## config.mk

```make
export PLATFORM = sky130hd
export DESIGN_NAME = aluStatusUnit
export DESIGN_NICKNAME = d
export VERILOG_FILES = /design/src/rtl/aluPkg.sv /design/src/rtl/aluCtrl.sv /design/src/rtl/aluDatapath.sv /design/src/rtl/aluFlagReg.sv /design/src/rtl/aluStatusUnit.sv
export SDC_FILE = /design/constraint.sdc
export NUM_CORES = 1
export LEC_CHECK = 0
export BUFFER_PORTS_ARGS = -buffer_cell sky130_fd_sc_hd__clkbuf_2
export CAP_MARGIN = 20
export CORE_AREA = 2 2 86 88
export CTS_CLUSTER_DIAMETER = 100
export CTS_CLUSTER_SIZE = 30
export DETAILED_ROUTE_END_ITERATION = 10
export DIE_AREA = 0 0 88 90
export PLACE_DENSITY = 0.66
export SLEW_MARGIN = 20
export SYNTH_ARGS = -nofsm -noshare
export SYNTH_HDL_FRONTEND = slang
export SYNTH_SLANG_ARGS = --single-unit
```

## constraint.sdc

```tcl
create_clock -name clk -period 5.43 [get_ports clk]
set_input_delay 0 -clock clk [delete_from_list [all_inputs] [get_ports clk]]
set_output_delay 0 -clock clk [all_outputs]
set_load 0.05 [all_outputs]
```

## src/rtl/aluPkg.sv

```systemverilog
package aluPkg;

  typedef enum logic [3:0] {
    OP_ADD  = 4'd0,
    OP_ADDC = 4'd1,
    OP_SUB  = 4'd2,
    OP_SUBC = 4'd3,
    OP_CMP  = 4'd4,
    OP_AND  = 4'd5,
    OP_OR   = 4'd6,
    OP_XOR  = 4'd7,
    OP_NOT  = 4'd8,
    OP_CLR  = 4'd9,
    OP_SET  = 4'd10,
    OP_TEST = 4'd11
  } aluOp_e;

  typedef enum logic [1:0] {
    CIN_ZERO = 2'd0,
    CIN_ONE  = 2'd1,
    CIN_FLAG = 2'd2
  } cinSel_e;

  typedef enum logic [2:0] {
    LG_AND  = 3'd0,
    LG_OR   = 3'd1,
    LG_XOR  = 3'd2,
    LG_NOT  = 3'd3,
    LG_CLR  = 3'd4,
    LG_PASS = 3'd5
  } logicSel_e;

  // strobes from control to datapath
  typedef struct packed {
    logic      useAdder;
    logic      invSrc;
    cinSel_e   cinSel;
    logicSel_e logicSel;
    logic      wbEn;
    logic      flagEn;
  } ctrlStrobe_t;

  typedef struct packed {
    logic c;
    logic z;
    logic n;
    logic v;
  } aluFlags_t;

endpackage

```

## src/rtl/aluCtrl.sv

```systemverilog
module aluCtrl
  import aluPkg::*;
(
  input  logic [3:0]  opCode,
  output ctrlStrobe_t strobe
);

  always_comb begin
    strobe.useAdder = 1'b0;
    strobe.invSrc   = 1'b0;
    strobe.cinSel   = CIN_ZERO;
    strobe.logicSel = LG_PASS;
    strobe.wbEn     = 1'b0;
    strobe.flagEn   = 1'b0;
    case (opCode)
      OP_ADD: begin
        strobe.useAdder = 1'b1;
        strobe.wbEn     = 1'b1;
        strobe.flagEn   = 1'b1;
      end
      OP_ADDC: begin
        strobe.useAdder = 1'b1;
        strobe.cinSel   = CIN_FLAG;
        strobe.wbEn     = 1'b1;
        strobe.flagEn   = 1'b1;
      end
      OP_SUB, OP_CMP: begin
        strobe.useAdder = 1'b1;
        strobe.invSrc   = 1'b1;
        strobe.cinSel   = CIN_ONE;
        strobe.wbEn     = (opCode == OP_SUB);
        strobe.flagEn   = 1'b1;
      end
      OP_SUBC: begin
        strobe.useAdder = 1'b1;
        strobe.invSrc   = 1'b1;
        strobe.cinSel   = CIN_FLAG;
        strobe.wbEn     = 1'b1;
        strobe.flagEn   = 1'b1;
      end
      OP_AND, OP_TEST: begin
        strobe.logicSel = LG_AND;
        strobe.wbEn     = (opCode == OP_AND);
        strobe.flagEn   = 1'b1;
      end
      OP_OR, OP_SET: begin
        strobe.logicSel = LG_OR;
        strobe.wbEn     = 1'b1;
        strobe.flagEn   = 1'b1;
      end
      OP_XOR: begin
        strobe.logicSel = LG_XOR;
        strobe.wbEn     = 1'b1;
        strobe.flagEn   = 1'b1;
      end
      OP_NOT: begin
        strobe.logicSel = LG_NOT;
        strobe.wbEn     = 1'b1;
        strobe.flagEn   = 1'b1;
      end
      OP_CLR: begin
        strobe.logicSel = LG_CLR;
        strobe.wbEn     = 1'b1;
        strobe.flagEn   = 1'b1;
      end
      default: ;
    endcase
  end

endmodule

```

## src/rtl/aluDatapath.sv

```systemverilog
module aluDatapath
  import aluPkg::*;
#(
  parameter int DATA_W = 16
)(
  input  ctrlStrobe_t       strobe,
  input  logic              isByte,
  input  logic [DATA_W-1:0] dstIn,
  input  logic [DATA_W-1:0] srcIn,
  input  logic              carryFlag,
  output logic [DATA_W-1:0] result,
  output aluFlags_t         nextFlags
);

  localparam int NARROW_W = DATA_W / 2;
  localparam int UPPER_W  = DATA_W - NARROW_W;

  logic [DATA_W-1:0]   opB;
  logic                cin;
  logic [DATA_W:0]     sumWide;
  logic [NARROW_W:0]   sumNarrow;
  logic [DATA_W-1:0]   logicRaw;
  logic [DATA_W-1:0]   rawRes;
  logic                carryOut;
  logic                ovfOut;
  logic                signA;
  logic                signB;
  logic                signS;
  logic                resZero;
  logic                resNeg;

  assign opB = strobe.invSrc ? ~srcIn : srcIn;

  always_comb begin
    case (strobe.cinSel)
      CIN_ONE:  cin = 1'b1;
      CIN_FLAG: cin = carryFlag;
      default:  cin = 1'b0;
    endcase
  end

  // one adder sized for the word, a narrow one for the byte carry
  assign sumWide   = {1'b0, dstIn} + {1'b0, opB} + {{DATA_W{1'b0}}, cin};
  assign sumNarrow = {1'b0, dstIn[NARROW_W-1:0]} + {1'b0, opB[NARROW_W-1:0]}
                   + {{NARROW_W{1'b0}}, cin};

  always_comb begin
    if (isByte) begin
      carryOut = sumNarrow[NARROW_W];
      signA    = dstIn[NARROW_W-1];
      signB    = opB[NARROW_W-1];
      signS    = sumNarrow[NARROW_W-1];
    end else begin
      carryOut = sumWide[DATA_W];
      signA    = dstIn[DATA_W-1];
      signB    = opB[DATA_W-1];
      signS    = sumWide[DATA_W-1];
    end
    ovfOut = (signA == signB) && (signS != signA);
  end

  always_comb begin
    case (strobe.logicSel)
      LG_AND:  logicRaw = dstIn & srcIn;
      LG_OR:   logicRaw = dstIn | srcIn;
      LG_XOR:  logicRaw = dstIn ^ srcIn;
      LG_NOT:  logicRaw = ~dstIn;
      LG_CLR:  logicRaw = dstIn & ~srcIn;
      default: logicRaw = dstIn;
    endcase
  end

  assign rawRes = strobe.useAdder ? sumWide[DATA_W-1:0] : logicRaw;
  assign result = isByte ? {{UPPER_W{1'b0}}, rawRes[NARROW_W-1:0]} : rawRes;

  assign resZero = (result == '0);
  assign resNeg  = isByte ? result[NARROW_W-1] : result[DATA_W-1];

  always_comb begin
    nextFlags.z = resZero;
    nextFlags.n = resNeg;
    nextFlags.c = strobe.useAdder ? carryOut : ~resZero;
    nextFlags.v = strobe.useAdder ? ovfOut : 1'b0;
  end

endmodule

```

## src/rtl/aluFlagReg.sv

```systemverilog
module aluFlagReg
  import aluPkg::*;
(
  input  logic      clk,
  input  logic      rstN,
  input  logic      load,
  input  aluFlags_t nextFlags,
  output aluFlags_t flags
);

  always_ff @(posedge clk or negedge rstN) begin
    if (!rstN)     flags <= '0;
    else if (load) flags <= nextFlags;
  end

endmodule

```

## src/rtl/aluStatusUnit.sv

```systemverilog
module aluStatusUnit
  import aluPkg::*;
#(
  parameter int DATA_W = 16
)(
  input  logic              clk,
  input  logic              rstN,
  input  logic              opValid,
  input  logic [3:0]        opCode,
  input  logic              isByte,
  input  logic [DATA_W-1:0] dstIn,
  input  logic [DATA_W-1:0] srcIn,
  output logic [DATA_W-1:0] result,
  output logic              wbEn,
  output logic              flagC,
  output logic              flagZ,
  output logic              flagN,
  output logic              flagV
);

  ctrlStrobe_t strobe;
  aluFlags_t   nextFlags;
  aluFlags_t   flags;

  aluCtrl uCtrl (
    .opCode (opCode),
    .strobe (strobe)
  );

  aluDatapath #(.DATA_W(DATA_W)) uPath (
    .strobe    (strobe),
    .isByte    (isByte),
    .dstIn     (dstIn),
    .srcIn     (srcIn),
    .carryFlag (flags.c),
    .result    (result),
    .nextFlags (nextFlags)
  );

  aluFlagReg uFlags (
    .clk       (clk),
    .rstN      (rstN),
    .load      (opValid & strobe.flagEn),
    .nextFlags (nextFlags),
    .flags     (flags)
  );

  assign wbEn  = opValid & strobe.wbEn;
  assign flagC = flags.c;
  assign flagZ = flags.z;
  assign flagN = flags.n;
  assign flagV = flags.v;

endmodule

```

==> out/results.ini, run 1 <==
[run_status]
run_status=complete, no violations

[place]
gp_congestion=0.921
dp_slack_ps=1070
port_buffers=60
dp_hpwl_um=8340

[timing]
slew_headroom=0.420
worstMarginPinSlew_ps=870
finalSetupViolations=0
setup_slack_ps=1210
drv_slew=0
fmax_ghz=0.237
fin_skew_ps=0.137
layout_min_cycle_time_ps=4220
rsz0062_at_grt=false
fin_crit_sh=0.778
finalHoldViolations=0
fin_tns_setup_ps=0

[power_and_ir_drop]
p_leak_nw=1.54
peakVddDrop_mv=0.0898
power_density_mw_per_mm2=167

[worst_setup_path]
cp_max_fo=21
ff2ff_path_depth=12
start_kind=primary input
endpoint_kind=flop
crit_type=primary input to flop
worstPathArrival_ps=4330
required_ps=5540

[route]
postRouteAntennaNets=0
vias=3758
drtIter0Drc=480
routed_wl_um=10700
viasPerCell=6.26
firstDrtPassIters=6
wl_per_cell_um=17.9
route.detailed.drc=0

[floorplanning]
die-area_sq_mm=0.00792
core.rowCount=31
start_util=0.432
ios=61
die_y_um=90
core_sq_mm=0.00702
die_w_um=88

[synthesis]
synthTopCellsByArea=ha_1, o21ai_0, a21oi_1
ys_async_sr_fraction=1.00
synth_edf_count=0
syn_area_sq_mm=0.00303
ys_types=63
yosysTopAreaCell=ha_1
synth-warning-count=0
syn_nets=537
synth_ff_type=dfrtp_1
synthCells=462
synth_top_area_share=0.136
avgSynthCellArea_sq_um=6.56
synth_seq_cells=4
synth-seq-area-share=0.0330

[final_layout]
drive_above_1_share=0.166
area_delta_synth_final_pct=12.5
multi_input_area_sq_mm=0.00261
n_fill_cell=743
reg_top3=uFlags.flags (4)
largest_reg_flops=4
antennaDiodeCount=0
register_area_sq_um=100
layout.nets=578
largest-register=uFlags.flags

[clock_network]
cts_tree=done
htree_levels=1
cts_resized=0
cts_sinks=4
clk_pin_slew_ps=30
clockRootBuffer=clkbuf_8
ctsLongestPathBuffers=2
clk_latency_ps=220
cts-buffers-inserted=3

[worst_hold_path]
min_path_type=primary input to asynchronous set/reset pin

[job]
max-cap-violations=0

[grt]
antenna_found_initial=0
grt_max_degree=70
grt_pass1_wl_um=17300
grt.total_usage=0.269
gr-total-overflow=0
first_global_vias=3538

==> report_power, final <==
group | leakage [nW] | total, W | internal (W) | switching, W
Combinational | 1.47 | 0.000468 | 0.000154 | 0.000314
Sequential | 0.0518 | 0.0000362 | 0.0000334 | 0.00000279
Clock | 0.0216 | 0.0000651 | 0.0000475 | 0.0000177
Total | 1.54 | 0.000569 | 0.000235 | 0.000335
==> final timing paths <==
kind                                 start              end  slack [ps]
max                              opCode[3]  uFlags.flags[3]        1210
min                                   rstN  uFlags.flags[1]         130
max reg2reg                uFlags.flags[3]  uFlags.flags[3]        1500
min reg2reg                uFlags.flags[0]  uFlags.flags[0]         460
max in group asynchronous             rstN  uFlags.flags[0]        5180
min in group clk                   opValid  uFlags.flags[3]         240
==> cell usage after synthesis, drive strengths merged, types with 2 or more instances <==
cell / n
o21a: 6
xnor2: 21
a22oi: 3
nor2: 17
a21oi: 51
a211oi: 6
nand2b: 4
fa: 2
o2111ai: 8
o31ai: 3
a31oi: 5
and3: 9
or4: 4
nor3: 4
or2: 4
a21boi: 4
a311oi: 2
dfrtp: 4
nand2: 32
o211ai: 13
o21ai: 58
nor4: 2
inv: 48
o21bai: 3
mux2i: 2
nor2b: 16
ha: 33
and2: 3
clkbuf: 15
a221oi: 7
nand3: 17
a21o: 5
nand4: 7
a221o: 6
buf: 16
or3: 3
==> critical path: stages <==
cell and delay [ps]:
clkbuf_2 250, or3_1 440, ha_1 300, or2_2 300
fa_1 400, fa_1 420, nor2b_1 200, o2111ai_1 250
a211oi_1 300, a211oi_1 110, or4_4 590, a2111oi_4 350
nand4b_1 190, o21ba_1 220
==> logic make-up (layout without fill, tap and decap cells) <==
group,Yosys count,in the layout,share of synthesized area
AO/OA/AOI/OAI,193,193,0.419
XOR/XNOR,21,21,0.0607
adder cells (fa/ha/maj),35,35,0.149
buffers and inverters,79,118,0.106
flip-flops,4,4,0.0330
multiplexers,3,3,0.0103
AND/OR/NAND/NOR,127,127,0.221
==> routing by layer <==
layer	share of wire	routed length [um]	global-route usage	vias up
li1	-	-	-	1789
met1	0.44	4670	0.370	1762
met5	0	0	0	-
met4	0.048	517	0.123	0
met3	0.066	707	0.0193	32
met2	0.45	4830	0.420	175
==> repair_timing <==
action,4_1_cts,5_1_grt
hold buffers,1,0
setup buffers,0,0
endpoints found under the setup margin,0,0
endpoints found under the hold margin,4,0
==> cells in the final DEF, fill, tap and decap left out, drive strengths merged, types with 9 or more instances in the layout <==
cell type / n
o21ai: 58
and3: 9
nand2: 32
a21oi: 51
nand3: 17
nor2: 17
xnor2: 21
ha: 33
inv: 48
nor2b: 16
clkbuf: 63
o211ai: 13
==> cell type report <==
type                       count  area share
clock buffer                   3      0.0121
inverter                      48      0.0528
multi-input combinational    379       0.765
sequential                     4      0.0293
tap                           99      0.0363
timing repair buffer          67       0.104
==> stage by stage <==
stage | cell area (sq um) | hold WS (ps) | total power [W] | std cells | utilization
detailed placement | 3360 | -185 | 0.000496 | 596 | 0.479
floorplan | 3030 | -296 | 0.000379 | 462 | -
global route | 3410 | 154 | 0.000611 | 600 | 0.486
CTS | 3410 | 132 | 0.000562 | 600 | 0.486
global placement | 3360 | -189 | 0.000489 | 596 | 0.479
finish | 3410 | 127 | 0.000569 | 600 | 0.486
Power figures use the tool's default switching activity.
==> run 2, diff against run 1 <==
==> constraint.sdc (replaced) <==
create_clock -name clk -period 4.4 [get_ports clk]
set_input_delay 0 -clock clk [delete_from_list [all_inputs] [get_ports clk]]
set_output_delay 0 -clock clk [all_outputs]
set_load 0.05 [all_outputs]
==> out/results.ini, run 2 (synthesized netlist as in run 1, its figures left out) <==
[worst_setup_path]
start_kind=primary input
required_ps=4530  ; -1010 ps
worstPathArrival_ps=4070  ; -260 ps
cp_max_fo=5  ; -76%
crit_type=primary input to flop
endpoint_kind=flop

[timing]
rsz0062_at_grt=false
drv_slew=0  ; unchanged
layout_min_cycle_time_ps=3940
finalHoldViolations=0  ; unchanged
fin_crit_sh=0.896
fmax_ghz=0.254
finalSetupViolations=0  ; unchanged
fin_tns_setup_ps=0  ; unchanged
fin_skew_ps=1.90  ; +1.76 ps
setup_slack_ps=457  ; -749 ps
slew_headroom=0.371  ; -0.0494
worstMarginPinSlew_ps=942  ; +72.1 ps

[clock_network]
cts_setup_buffers=0  ; unchanged
cts-buffers-inserted=3  ; unchanged
htree_levels=1  ; unchanged
cts_resized=0  ; unchanged
ctsLongestPathBuffers=2  ; unchanged
clk_latency_ps=220  ; about the same
clk_pin_slew_ps=30  ; about the same
ctsHoldBuffers=1  ; unchanged
cts_tree=done
clockRootBuffer=clkbuf_8
cts_sinks=4  ; unchanged

[floorplanning]
ios=61  ; unchanged
core.rowCount=31  ; unchanged
die-area_sq_mm=0.00792  ; unchanged
core_sq_mm=0.00702  ; unchanged
die_w_um=88  ; unchanged
die_y_um=90  ; unchanged
start_util=0.432  ; unchanged

[place]
dp_hpwl_um=8320  ; -0.20%
gp_congestion=0.916  ; -0.51%
dp_slack_ps=268  ; -802 ps
port_buffers=60  ; unchanged

[final_layout]
n_fill_cell=740  ; -0.40%
drive_above_1_share=0.182  ; +0.0165
layout.nets=582  ; +0.69%
finish.utilization=0.496  ; +0.0105
register_area_sq_um=100  ; unchanged
antennaDiodeCount=0  ; unchanged
area_delta_synth_final_pct=14.9
largest_reg_flops=4  ; unchanged
reg_top3=uFlags.flags (4)
layout_common_cells=clkbuf_2, o21ai_0, a21oi_1, inv_1, ha_1
multi_input_area_sq_mm=0.00264  ; +1.1%
largest-register=uFlags.flags
final_common_cell=clkbuf_2

[route]
postRouteAntennaNets=0  ; unchanged
firstDrtPassIters=8  ; +2
routed_wl_um=11000  ; +2.8%
wl_per_cell_um=18.2  ; +2.1%
route.detailed.drc=0  ; unchanged
drtIter0Drc=379  ; -21%
vias=3772  ; +0.37%
viasPerCell=6.25  ; -0.29%

[power_and_ir_drop]
power_density_mw_per_mm2=207  ; +24%
finalPower_w=0.000722  ; +27%
peakVddDrop_mv=0.0911  ; +1.4%
p_leak_nw=1.57  ; +1.9%

[grt]
grt_use_met2=0.440  ; +0.0196
gr-total-overflow=0  ; unchanged
grt_max_degree=44  ; -37%
grt.total_usage=0.274  ; +0.00529
first_global_vias=3426  ; -3.2%
grt-busiest-layer=met2
grt_pass1_wl_um=17400  ; +0.20%
antenna_found_initial=0  ; unchanged
met3_usage=0.0248  ; +0.00551
grt_use_met1=0.377  ; +0.00707

[worst_hold_path]
min_path_type=primary input to asynchronous set/reset pin

[run_status]
run_status=complete, no violations

[job]
max-cap-violations=0  ; unchanged

==> run 2: changes by cell type in the layout (fill, tap and decap cells not counted), sizes merged <==
cell	previous run	this run
clkbuf	63	62
buf	6	11
==> run 2: layer usage <==
| metal | vias up | wire [um] |
|---|---|---|
| li1 | 1795 | - |
| met2 | 226 | 4940 |
| met1 | 1717 | 4720 |
| met4 | 0 | 420 |
| met3 | 34 | 946 |
| met5 | - | 0 |
==> run 2: cell type report <==
cell class,count,share of cell area
Tap cell,99,0.0355
Sequential cell,4,0.0287
Multi-Input combinational cell,379,0.757
Clock buffer,3,0.0118
Timing Repair Buffer,71,0.115
Inverter,48,0.0517
==> run 2: path summary, 6_finish.rpt <==
check / startpoint / to / slack, ps / cells past startpoint
worst max-delay path: opCode[1] / uFlags.flags[2] / 460 / 15
worst min-delay path: rstN / uFlags.flags[0] / 120 / 2
worst max register to register: uFlags.flags[3] / uFlags.flags[2] / 580 / 12
worst min register to register: uFlags.flags[0] / uFlags.flags[0] / 460 / 2
max in group asynchronous: rstN / uFlags.flags[3] / 4150 / 2
min in group clk: opValid / uFlags.flags[3] / 210 / 3
==> run 2: power breakdown <==
part	total [W]	internal, W	switching, W
sequential	0.0000451	0.0000412	0.00000388
combinational	0.000596	0.000200	0.000396
clock	0.0000809	0.0000586	0.0000223
total	0.000722	0.000300	0.000422
==> run 2: critical path: stages <==
cell and delay [ps]:
clkbuf_2 110, xnor2_1 110, or3_1 330, ha_1 300
or2_2 310, fa_1 410, fa_2 370, nor2b_2 180
o2111ai_2 220, a211oi_2 300, a211oi_4 60, or4_4 570
a2111oi_4 360, nand4b_1 180, o31ai_2 250
==> run 2: through the flow <==
| stage | instance area [sq um] | std cells | hold slack, ps |
|---|---|---|---|
| CTS | 3480 | 604 | 119 |
| floorplan | 3070 | 462 | -296 |
| global route | 3480 | 604 | 132 |
| global placement | 3430 | 600 | -186 |
| finish | 3480 | 604 | 120 |
| detailed placement | 3430 | 600 | -183 |
==> run 3, diff against run 2 <==
--- a/config.mk
+++ b/config.mk
@@ -12,7 +12,7 @@
 export CTS_CLUSTER_SIZE = 30
 export DETAILED_ROUTE_END_ITERATION = 10
 export DIE_AREA = 0 0 88 90
-export PLACE_DENSITY = 0.66
+export PLACE_DENSITY_LB_ADDON = 0.15
 export SLEW_MARGIN = 20
 export SYNTH_ARGS = -nofsm -noshare
 export SYNTH_HDL_FRONTEND = slang
==> out/results.ini, run 3 (synthesized netlist as in run 1, its figures left out) <==
[power_and_ir_drop]
peakVddDrop_mv=0.0900  ; -1.2%
p_leak_nw=1.57  ; +0.27%
power_density_mw_per_mm2=205  ; -1.2%
finalPower_w=0.000716  ; -0.74%

[clock_network]
cts_tree=done
clk_pin_slew_ps=30  ; about the same
htree_levels=1  ; unchanged
clk_latency_ps=210  ; about the same
clockRootBuffer=clkbuf_8
cts_sinks=4  ; unchanged
cts-buffers-inserted=3  ; unchanged
ctsLongestPathBuffers=2  ; unchanged
cts_resized=0  ; unchanged

[worst_setup_path]
ff2ff_path_depth=12  ; unchanged
endpoint_kind=flop
critPathTopFamily=simple AND/OR/NAND/NOR gates
crit_type=primary input to flop
cp_num_buf_inv=1  ; unchanged
cp_max_fo=5  ; unchanged
required_ps=4520  ; about the same
crit_path_max_incr_delay_ps=570  ; about the same
start_kind=primary input
crit_slowest_cell=or4_4
reg2reg_from=uFlags.flags[3]
worstPathCellList=clkbuf_2, xnor2_1, or3_1, ha_1, or2_2, fa_1, fa_2, nor2b_2, o2111ai_2, a211oi_2, a211oi_4, or4_4, a2111oi_4, nand4b_1, o31ai_2
reg2reg_to=uFlags.flags[2]
worstPathArrival_ps=4160  ; +90 ps
r2r_setup_slack_ps=470  ; -110 ps

[grt]
gr-total-overflow=0  ; unchanged
grt_pass1_wl_um=17900  ; +3.1%
first_global_vias=3658  ; +6.8%
grt_max_degree=68  ; +55%
antenna_found_initial=0  ; unchanged
grt.total_usage=0.281  ; +0.00714

[place]
post_dp_cell_area_sq_mm=0.00345  ; +0.44%
dp_hpwl_um=8460  ; +1.7%
dp_slack_ps=215  ; -52.7 ps
port_buffers=60  ; unchanged
gp_congestion=0.871  ; -4.9%

[final_layout]
drive_above_1_share=0.182  ; unchanged
final_common_cell=clkbuf_2
layout_common_cells=clkbuf_2, o21ai_0, a21oi_1, inv_1, ha_1
design_area_sq_mm=0.00350  ; +0.43%
layout.nets=582  ; unchanged
antennaDiodeCount=0  ; unchanged
largest_reg_flops=4  ; unchanged
reg_top3=uFlags.flags (4)
largest-register=uFlags.flags
finish.utilization=0.498  ; +0.00214
area_delta_synth_final_pct=15.4

[worst_hold_path]
min_path_type=primary input to asynchronous set/reset pin

[timing]
slew_headroom=0.580  ; +0.209
fin_tns_setup_ps=0  ; unchanged
drv_slew=0  ; unchanged
rsz0062_at_grt=false
layout_min_cycle_time_ps=4040  ; +95.9 ps
fmax_ghz=0.248  ; -2.4%
fin_skew_ps=0.159  ; -1.74 ps
setup_slack_ps=362  ; -95.9 ps
finalSetupViolations=0  ; unchanged
worstMarginPinSlew_ps=629  ; -313 ps
fin_crit_sh=0.918  ; +0.0218
finalHoldViolations=0  ; unchanged

[route]
viasPerCell=6.19  ; -0.85%
postRouteAntennaNets=0  ; unchanged
drtIter0Drc=310  ; -18%
wl_per_cell_um=18.1  ; -1.0%
routed_wl_um=10900  ; -1.0%
route.detailed.drc=0  ; unchanged
firstDrtPassIters=5  ; -3
vias=3740  ; -0.85%

[floorplanning]
ios=61  ; unchanged
die_y_um=90  ; unchanged
core_sq_mm=0.00702  ; unchanged
core.rowCount=31  ; unchanged
start_util=0.432  ; unchanged
die-area_sq_mm=0.00792  ; unchanged
die_w_um=88  ; unchanged

[run_status]
run_status=complete, no violations

[job]
max-cap-violations=0  ; unchanged

[run 3: cell count changes in the layout (fill, tap and decap cells not counted), sizes merged]
cell / delta
buf: +1
clkbuf: -1
[run 3: stage by stage]
stage | std cells | hold WS, ps
6_report | 604 | 134
5_1_grt | 604 | 166
4_1_cts | 604 | 133
3_5_place_dp | 600 | -184
3_3_place_gp | 600 | -185
2_1_floorplan | 462 | -296
[run 3: cell type report]
cell class / count / area [sq um]
clock buffers: 3 / 41.3
fillers: 738 / 3520
inverters: 48 / 180
multi-input cells: 379 / 2640
flip-flops and latches: 4 / 100
well taps: 99 / 124
repair buffers: 71 / 415
[run 3: worst max-delay path by stage]
stage	cells past startpoint	end	slack (ps)	from
2_1_floorplan	17	uFlags.flags[3]	8	opCode[3]
3_3_place_gp	15	uFlags.flags[3]	330	opCode[1]
3_5_place_dp	15	uFlags.flags[2]	220	opCode[1]
4_1_cts	15	uFlags.flags[2]	400	opCode[1]
5_1_grt	15	uFlags.flags[2]	230	opCode[1]
6_report	15	uFlags.flags[2]	360	opCode[1]
[run 3: timing repair]
item                       in CTS  in global routing
buffers inserted                0                  0
hold endpoints to repair        4                  0
setup endpoints to repair       0                  0
hold buffers                    1                  0
[run 3: where the power goes]
| group | leakage, nW | switching (W) | internal, W |
|---|---|---|---|
| Sequential | 0.0518 | 0.00000503 | 0.0000412 |
| Clock | 0.0216 | 0.0000174 | 0.0000582 |
| Combinational | 1.50 | 0.000392 | 0.000203 |
| Total | 1.57 | 0.000414 | 0.000302 |
[run 3: layer usage]
layer  GRT usage  up-vias  wire (um)
met2       0.470      163       5080
met1       0.352     1733       4730
li1            -     1802          -
met5           0        -          0
met4       0.137        0        569
met3      0.0294       42        524
